<file path="src/rtl/feat_sched_pkg.sv">
package feat_sched_pkg;

  typedef enum logic [1:0] {
    CM_LIN  = 2'b00,
    CM_CIRC = 2'b01,
    CM_HYP  = 2'b10
  } cmode_e;

  typedef enum logic [2:0] {
    XS_NONE  = 3'd0,
    XS_PREV  = 3'd1,
    XS_FB    = 3'd2,
    XS_ZERO  = 3'd3,
    XS_MEAN  = 3'd4,
    XS_SIGMA = 3'd5,
    XS_OPP   = 3'd6
  } xsel_e;

  typedef enum logic [2:0] {
    YS_NONE   = 3'd0,
    YS_SAMPLE = 3'd1,
    YS_DIFF   = 3'd2,
    YS_SIGMA  = 3'd3,
    YS_OMP    = 3'd4
  } ysel_e;

  typedef enum logic [1:0] {
    MS_NONE = 2'd0,
    MS_DISP = 2'd1,
    MS_MOM  = 2'd2,
    MS_ENT  = 2'd3
  } msel_e;

  // index of each latch strobe inside the strobe vector
  localparam int unsigned STB_MEAN  = 0;
  localparam int unsigned STB_RMS   = 1;
  localparam int unsigned STB_SIGMA = 2;
  localparam int unsigned STB_DISP  = 3;
  localparam int unsigned STB_MOM   = 4;
  localparam int unsigned STB_ENT   = 5;
  localparam int unsigned STB_DONE  = 6;
  localparam int unsigned STB_NUM   = 7;

  typedef struct packed {
    logic               busy;
    logic               rd_en;
    logic               cordic_en;
    cmode_e             mode;
    xsel_e              xsel;
    ysel_e              ysel;
    logic               mean_acc;
    logic               mom_acc;
    logic               acc_clr;
    msel_e              msel;
    logic               ent_mac;
    logic [1:0]         cbin;
    logic [1:0]         mbin;
    logic [STB_NUM-1:0] stb;
  } ctrl_t;

  function automatic logic in_win(input logic [31:0] c, input logic [31:0] lo,
                                  input logic [31:0] hi);
    return (c >= lo) && (c <= hi);
  endfunction

endpackage

</file>
<file path="src/rtl/feat_sched_timer.sv">
module feat_sched_timer #(
  parameter int unsigned LAST = 43,
  parameter int unsigned CW   = 6
) (
  input  logic          clk,
  input  logic          rst,
  input  logic          start,
  output logic          run_d,
  output logic [CW-1:0] cnt_d
);

  logic          run_q;
  logic [CW-1:0] cnt_q;

  // next-state values are exported so the decoder can feed registered outputs
  always_comb begin
    run_d = run_q;
    cnt_d = cnt_q;
    if (!run_q) begin
      if (start) begin
        run_d = 1'b1;
        cnt_d = '0;
      end
    end else if (cnt_q == CW'(LAST)) begin
      run_d = 1'b0;
      cnt_d = '0;
    end else begin
      cnt_d = cnt_q + 1'b1;
    end
  end

  always_ff @(posedge clk) begin
    if (rst) begin
      run_q <= 1'b0;
      cnt_q <= '0;
    end else begin
      run_q <= run_d;
      cnt_q <= cnt_d;
    end
  end

endmodule

</file>
<file path="src/rtl/feat_sched_decode.sv">
module feat_sched_decode
  import feat_sched_pkg::*;
#(
  parameter int unsigned LOG2N = 8,
  parameter int unsigned CW    = 10
) (
  input  logic             run,
  input  logic [CW-1:0]    cnt,
  output ctrl_t            ctl,
  output logic [LOG2N-1:0] addr
);

  localparam int unsigned N = 1 << LOG2N;
  localparam int unsigned NPASS = 3;
  localparam int unsigned PASS_BASE [NPASS] = '{0, N + 1, 2 * N + 3};
  localparam int unsigned STB_AT [STB_NUM] =
    '{N + 1, N + 1, 2 * N + 2, 2 * N + 5, 3 * N + 5, 3 * N + 9, 3 * N + 10};

  // step boundaries of each rotator phase
  localparam int unsigned RMS_LO = 2;
  localparam int unsigned RMS_HI = N;
  localparam int unsigned SIG_LO = N + 2;
  localparam int unsigned SIG_HI = 2 * N + 1;
  localparam int unsigned DSP_AT = 2 * N + 3;
  localparam int unsigned MOM_LO = 2 * N + 4;
  localparam int unsigned MOM_HI = 3 * N + 3;
  localparam int unsigned HYP_LO = 3 * N + 4;
  localparam int unsigned HYP_HI = 3 * N + 7;
  localparam int unsigned MAC_LO = 3 * N + 5;
  localparam int unsigned MAC_HI = 3 * N + 8;

  logic [31:0]      c;
  logic [NPASS-1:0] hit;
  logic [LOG2N-1:0] part [NPASS];
  logic [STB_NUM-1:0] stb;

  assign c = 32'(cnt);

  genvar p;
  generate
    for (p = 0; p < NPASS; p++) begin : g_pass
      assign hit[p]  = run && in_win(c, PASS_BASE[p], PASS_BASE[p] + N - 1);
      assign part[p] = hit[p] ? LOG2N'(c - PASS_BASE[p]) : '0;
    end
  endgenerate

  genvar s;
  generate
    for (s = 0; s < STB_NUM; s++) begin : g_stb
      assign stb[s] = run && (c == STB_AT[s]);
    end
  endgenerate

  always_comb begin
    addr = '0;
    for (int i = 0; i < NPASS; i++) addr = addr | part[i];
  end

  always_comb begin
    ctl       = '0;
    ctl.busy  = run;
    ctl.rd_en = |hit;
    ctl.stb   = stb;
    if (run) begin
      ctl.acc_clr  = (c == 0);
      ctl.mean_acc = in_win(c, 1, N);
      ctl.mom_acc  = in_win(c, MOM_LO + 1, MOM_HI + 1);
      ctl.ent_mac  = in_win(c, MAC_LO, MAC_HI);

      if (in_win(c, RMS_LO, RMS_HI)) begin
        ctl.cordic_en = 1'b1;
        ctl.mode      = CM_CIRC;
        ctl.xsel      = (c == RMS_LO) ? XS_PREV : XS_FB;
        ctl.ysel      = YS_SAMPLE;
      end else if (in_win(c, SIG_LO, SIG_HI)) begin
        ctl.cordic_en = 1'b1;
        ctl.mode      = CM_CIRC;
        ctl.xsel      = (c == SIG_LO) ? XS_ZERO : XS_FB;
        ctl.ysel      = YS_DIFF;
      end else if (c == DSP_AT) begin
        ctl.cordic_en = 1'b1;
        ctl.mode      = CM_LIN;
        ctl.xsel      = XS_MEAN;
        ctl.ysel      = YS_SIGMA;
      end else if (in_win(c, MOM_LO, MOM_HI)) begin
        ctl.cordic_en = 1'b1;
        ctl.mode      = CM_LIN;
        ctl.xsel      = XS_SIGMA;
        ctl.ysel      = YS_DIFF;
      end else if (in_win(c, HYP_LO, HYP_HI)) begin
        ctl.cordic_en = 1'b1;
        ctl.mode      = CM_HYP;
        ctl.xsel      = XS_OPP;
        ctl.ysel      = YS_OMP;
        ctl.cbin      = 2'(c - HYP_LO);
      end

      if (c == DSP_AT + 1)  ctl.msel = MS_DISP;
      else if (ctl.mom_acc) ctl.msel = MS_MOM;
      else if (ctl.ent_mac) ctl.msel = MS_ENT;

      if (ctl.ent_mac) ctl.mbin = 2'(c - MAC_LO);
    end
  end

endmodule

</file>
<file path="src/rtl/feat_sched_ctrl.sv">
module feat_sched_ctrl
  import feat_sched_pkg::*;
#(
  parameter int unsigned LOG2N = 8
) (
  input  logic             clk,
  input  logic             rst,
  input  logic             start,
  output logic             busy,
  output logic             rd_en,
  output logic [LOG2N-1:0] rd_addr,
  output logic             cordic_en,
  output logic [1:0]       cordic_mode,
  output logic [2:0]       x_sel,
  output logic [2:0]       y_sel,
  output logic             mean_acc_en,
  output logic             moment_acc_en,
  output logic             acc_clr,
  output logic [1:0]       mul_sel,
  output logic             ent_mac_en,
  output logic [1:0]       cordic_bin,
  output logic [1:0]       mac_bin,
  output logic             mean_vld,
  output logic             rms_vld,
  output logic             sigma_vld,
  output logic             disp_vld,
  output logic             moments_vld,
  output logic             entropy_vld,
  output logic             done
);

  localparam int unsigned N    = 1 << LOG2N;
  localparam int unsigned LAST = 3 * N + 10;
  localparam int unsigned CW   = $clog2(LAST + 1);

  logic             run_d;
  logic [CW-1:0]    cnt_d;
  ctrl_t            ctl_d;
  ctrl_t            ctl_q;
  logic [LOG2N-1:0] addr_d;
  logic [LOG2N-1:0] addr_q;

  feat_sched_timer #(.LAST(LAST), .CW(CW)) u_timer (
    .clk   (clk),
    .rst   (rst),
    .start (start),
    .run_d (run_d),
    .cnt_d (cnt_d)
  );

  feat_sched_decode #(.LOG2N(LOG2N), .CW(CW)) u_decode (
    .run  (run_d),
    .cnt  (cnt_d),
    .ctl  (ctl_d),
    .addr (addr_d)
  );

  always_ff @(posedge clk) begin
    if (rst) begin
      ctl_q  <= '0;
      addr_q <= '0;
    end else begin
      ctl_q  <= ctl_d;
      addr_q <= addr_d;
    end
  end

  assign busy          = ctl_q.busy;
  assign rd_en         = ctl_q.rd_en;
  assign rd_addr       = addr_q;
  assign cordic_en     = ctl_q.cordic_en;
  assign cordic_mode   = ctl_q.mode;
  assign x_sel         = ctl_q.xsel;
  assign y_sel         = ctl_q.ysel;
  assign mean_acc_en   = ctl_q.mean_acc;
  assign moment_acc_en = ctl_q.mom_acc;
  assign acc_clr       = ctl_q.acc_clr;
  assign mul_sel       = ctl_q.msel;
  assign ent_mac_en    = ctl_q.ent_mac;
  assign cordic_bin    = ctl_q.cbin;
  assign mac_bin       = ctl_q.mbin;
  assign mean_vld      = ctl_q.stb[STB_MEAN];
  assign rms_vld       = ctl_q.stb[STB_RMS];
  assign sigma_vld     = ctl_q.stb[STB_SIGMA];
  assign disp_vld      = ctl_q.stb[STB_DISP];
  assign moments_vld   = ctl_q.stb[STB_MOM];
  assign entropy_vld   = ctl_q.stb[STB_ENT];
  assign done          = ctl_q.stb[STB_DONE];

endmodule

</file>
<file path="config.mk">
export PLATFORM = sky130hd
export DESIGN_NAME = feat_sched_ctrl
export DESIGN_NICKNAME = d
export VERILOG_FILES = /design/src/rtl/feat_sched_pkg.sv /design/src/rtl/feat_sched_timer.sv /design/src/rtl/feat_sched_decode.sv /design/src/rtl/feat_sched_ctrl.sv
export SDC_FILE = /design/constraint.sdc
export NUM_CORES = 1
export LEC_CHECK = 0
export ABC_CLOCK_PERIOD_IN_PS = 5910
export BUFFER_PORTS_ARGS = -buffer_cell sky130_fd_sc_hd__buf_4
export CAP_MARGIN = 20
export CORE_ASPECT_RATIO = 1.25
export CORE_MARGIN = 2
export CORE_UTILIZATION = 45
export DETAILED_ROUTE_END_ITERATION = 6
export PLACE_DENSITY = 0.65
export SETUP_SLACK_MARGIN = 0.4
export SYNTH_ARGS = -nofsm -noshare
export SYNTH_HDL_FRONTEND = slang
export SYNTH_HIERARCHICAL = 1
export SYNTH_SLANG_ARGS = --single-unit
</file>
<file path="constraint.sdc">
create_clock -name clk -period 5.91 [get_ports clk]
set_input_delay 0.591 -clock clk [delete_from_list [all_inputs] [get_ports clk]]
set_output_delay 0.591 -clock clk [all_outputs]
set_load 0.05 [all_outputs]
</file>
==> reports/results.ini <==
[outcome]
status=completed

[grt]
antenna_found_initial=0
grtUsageTotal=0.199
grt_pass1_wl_mm=10.6
grt_pass1_vias=2250
grt_max_degree=48
grt_overflow=0

[sta]
slew_headroom=0.350
holdWs_ns=0.594
rsz0062_at_grt=false
finClkSkew_ns=0.00330
drv_slew=0
timing.fmax_ghz=0.265
finalSetupTns_ns=0
fin_crit_ns=3.77
setup_violations=0
hold_viol=0
tightest_slew_ns=0.974
period_share=0.638

[synth]
synthTopCellsByArea=dfxtp_1 (35%), nor2b_1 (8.6%), nor3_1 (3.5%)
synth_edf_count=0
synth_flop_cell=dfxtp_1
yosysUniqueCellTypes=65
synth_largest_area_cell=dfxtp_1
synth_most_common_cell=dfxtp_1
netlist_instances=314
yosys-top-cells-count=dfxtp_1 (47), nor2b_1 (37), nand2_1 (25)
yosysSeqAreaShare=0.349
yosysWarnings=6
syn_area_um2=2690
syn_nets=323
yosys.area.top_type_share=0.349
avgSynthCellArea_um2=8.58
ys_ff_latch=47
async_flop_share=0

[worst_setup_path]
critPathLaunchType=flip-flop
cp-end-kind=flip-flop
crit_path_max_fanout=24
arrival_ns=4.02
crit_required_ns=6.16
crit_type=flip-flop to flip-flop

[floorplan]
initial_core_util=0.466
core_um2=5780
die_w_um=73.2
dieArea_um2=6620
die_y_um=90.5
rows=31
num_io_pins=39

[power_and_ir_drop]
p_comb_frac=0.127
finalPower_uw=602
seq_power_share=0.539
p_int_uw=440
p_sw_uw=162
ir_worst_vdd_mv=0.105
powerDensity_nw_per_um2=200
clkPwrFrac=0.334
swShare=0.269
p_leak_uw=0.00119

[placement]
numPortBuffers=38
place_congestion=0.996
dp.final_hpwl_mm=4.50
placed_area_um2=2920

[cts]
cts_setup_buffers=0
clock-sinks=47
h-tree-depth=2
root_buffer=clkbuf_8
holdBufCountCts=0
cts_tree=done
cts_buffers=5
clk_pin_slew_ns=0.08
cts_buffer_depth=2
ctsResizeCount=0
clock_latency_ns=0.30

[final_layout]
fin_nets=347
finish.utilization=0.522
drive_above_1_share=0.233
antenna-diode-count=0
n_fill_cell=572
area_delta_synth_final_pct=12.0
multi_input_area_um2=1560
final_area_um2=3020
seq_area_um2=941

[route]
drt_pass1_iterations=5
viasPerCell=5.88
detailedRoute.firstIterationViolations=204
wirelength_mm=6.32
routedWlPerCell_um=15.6
drcViolationCount=0
drtAntennaViolNets=0
vias=2383

[worst_hold_path]
hp-class=flip-flop to flip-flop

[run]
maxCapViolations=0

-- area by class of cell --
| cell class | instances | area share |
|---|---|---|
| clock buffers | 6 | 0.0274 |
| clock inverters | 2 | 0.00539 |
| inverters | 10 | 0.0124 |
| multi-input cells | 234 | 0.516 |
| flip-flops and latches | 47 | 0.312 |
| well taps | 66 | 0.0274 |
| repair buffers | 40 | 0.0995 |
-- power by group through the flow --
stage | Combinational [µW] | Sequential (µW) | Clock [µW]
after floorplan | 47.0 | 344 | 0
after CTS | 75.5 | 325 | 211
after detailed placement | 75.3 | 332 | 0
after global routing | 82.8 | 325 | 218
after global placement | 75.5 | 332 | 0
final | 76.3 | 325 | 201
-- worst max-delay path, stage by stage (launching register included) --
cell       delay, ns
dfxtp_1         0.41
ha_1            0.18
nand4bb_1       0.21
o31ai_4         0.43
a211o_1         0.17
nand2_1         0.48
nand2b_1        0.41
o32ai_2         0.86
o21ai_1         0.15
a41oi_1         0.25
and2b_2         0.16
-- cell families (layout without fill, tap and decap cells) --
kind of cell	Yosys count	in the layout	share of synthesized area
and+or+nand+nor	163	163	0.342
AOI/OAI and AO/OA	64	64	0.204
DFF	47	47	0.349
buffers and inverters	33	58	0.0729
adders and majority gates	6	6	0.0279
muxes	1	1	0.00372
-- registers in the layout, summed over array words and instances (netlist names), 2 cells and up --
name,cells
cordic_bin,2
cordic_mode,2
mac_bin,2
mul_sel,2
rd_addr,8
u_timer/cnt_q,10
x_sel,3
y_sel,3
-- per-stage QoR --
step                instances  worst slack [ns]
finish                    405              2.14
global route              405              1.78
CTS                       405              2.24
detailed placement        397              2.26
global placement          397              2.31
floorplan                 314              2.99
-- path summary, 6_finish.rpt --
path	start	end	slack [ns]	depth (start not counted)
setup / recovery	u_timer/cnt_q[1]$_SDFF_PP0_	rd_addr[7]$_SDFF_PP0_	2.14	10
hold / removal	u_timer/cnt_q[6]$_SDFF_PP0_	u_timer/cnt_q[6]$_SDFF_PP0_	0.59	2
setup reg to reg	u_timer/cnt_q[1]$_SDFF_PP0_	rd_addr[7]$_SDFF_PP0_	2.14	10
hold reg to reg	u_timer/cnt_q[6]$_SDFF_PP0_	u_timer/cnt_q[6]$_SDFF_PP0_	0.59	2
-- per-layer routing --
metal / global-route usage / vias to the layer above / wire length (µm)
met1: 0.246 / 1092 / 2640
li1: - / 1168 / -
met2: 0.319 / 104 / 3050
met4: 0.114 / 0 / 267
met3: 0.0335 / 19 / 355
met5: 0 / - / 0
-- cell usage in the layout, fill, tap and decap left out, types with 3 or more instances in the layout --
master / Yosys / routed
and3_1: 3 / 3
o21ai_2: 4 / 4
a221oi_2: 4 / 4
and2_1: 3 / 3
nor2_1: 23 / 23
nand2_1: 25 / 25
ha_1: 6 / 6
a221oi_1: 3 / 3
nor2b_1: 37 / 37
and2b_2: 6 / 6
inv_1: 8 / 8
dfxtp_1: 47 / 47
nor3_1: 19 / 19
a21oi_1: 11 / 11
clkbuf_8: 0 / 6
a31oi_1: 4 / 4
nand2b_1: 9 / 9
or3_1: 5 / 5
o21ai_0: 6 / 6
buf_4: 4 / 40
a41oi_1: 4 / 4
nand3_1: 12 / 12
No activity file was read; power rests on OpenSTA's default activity.
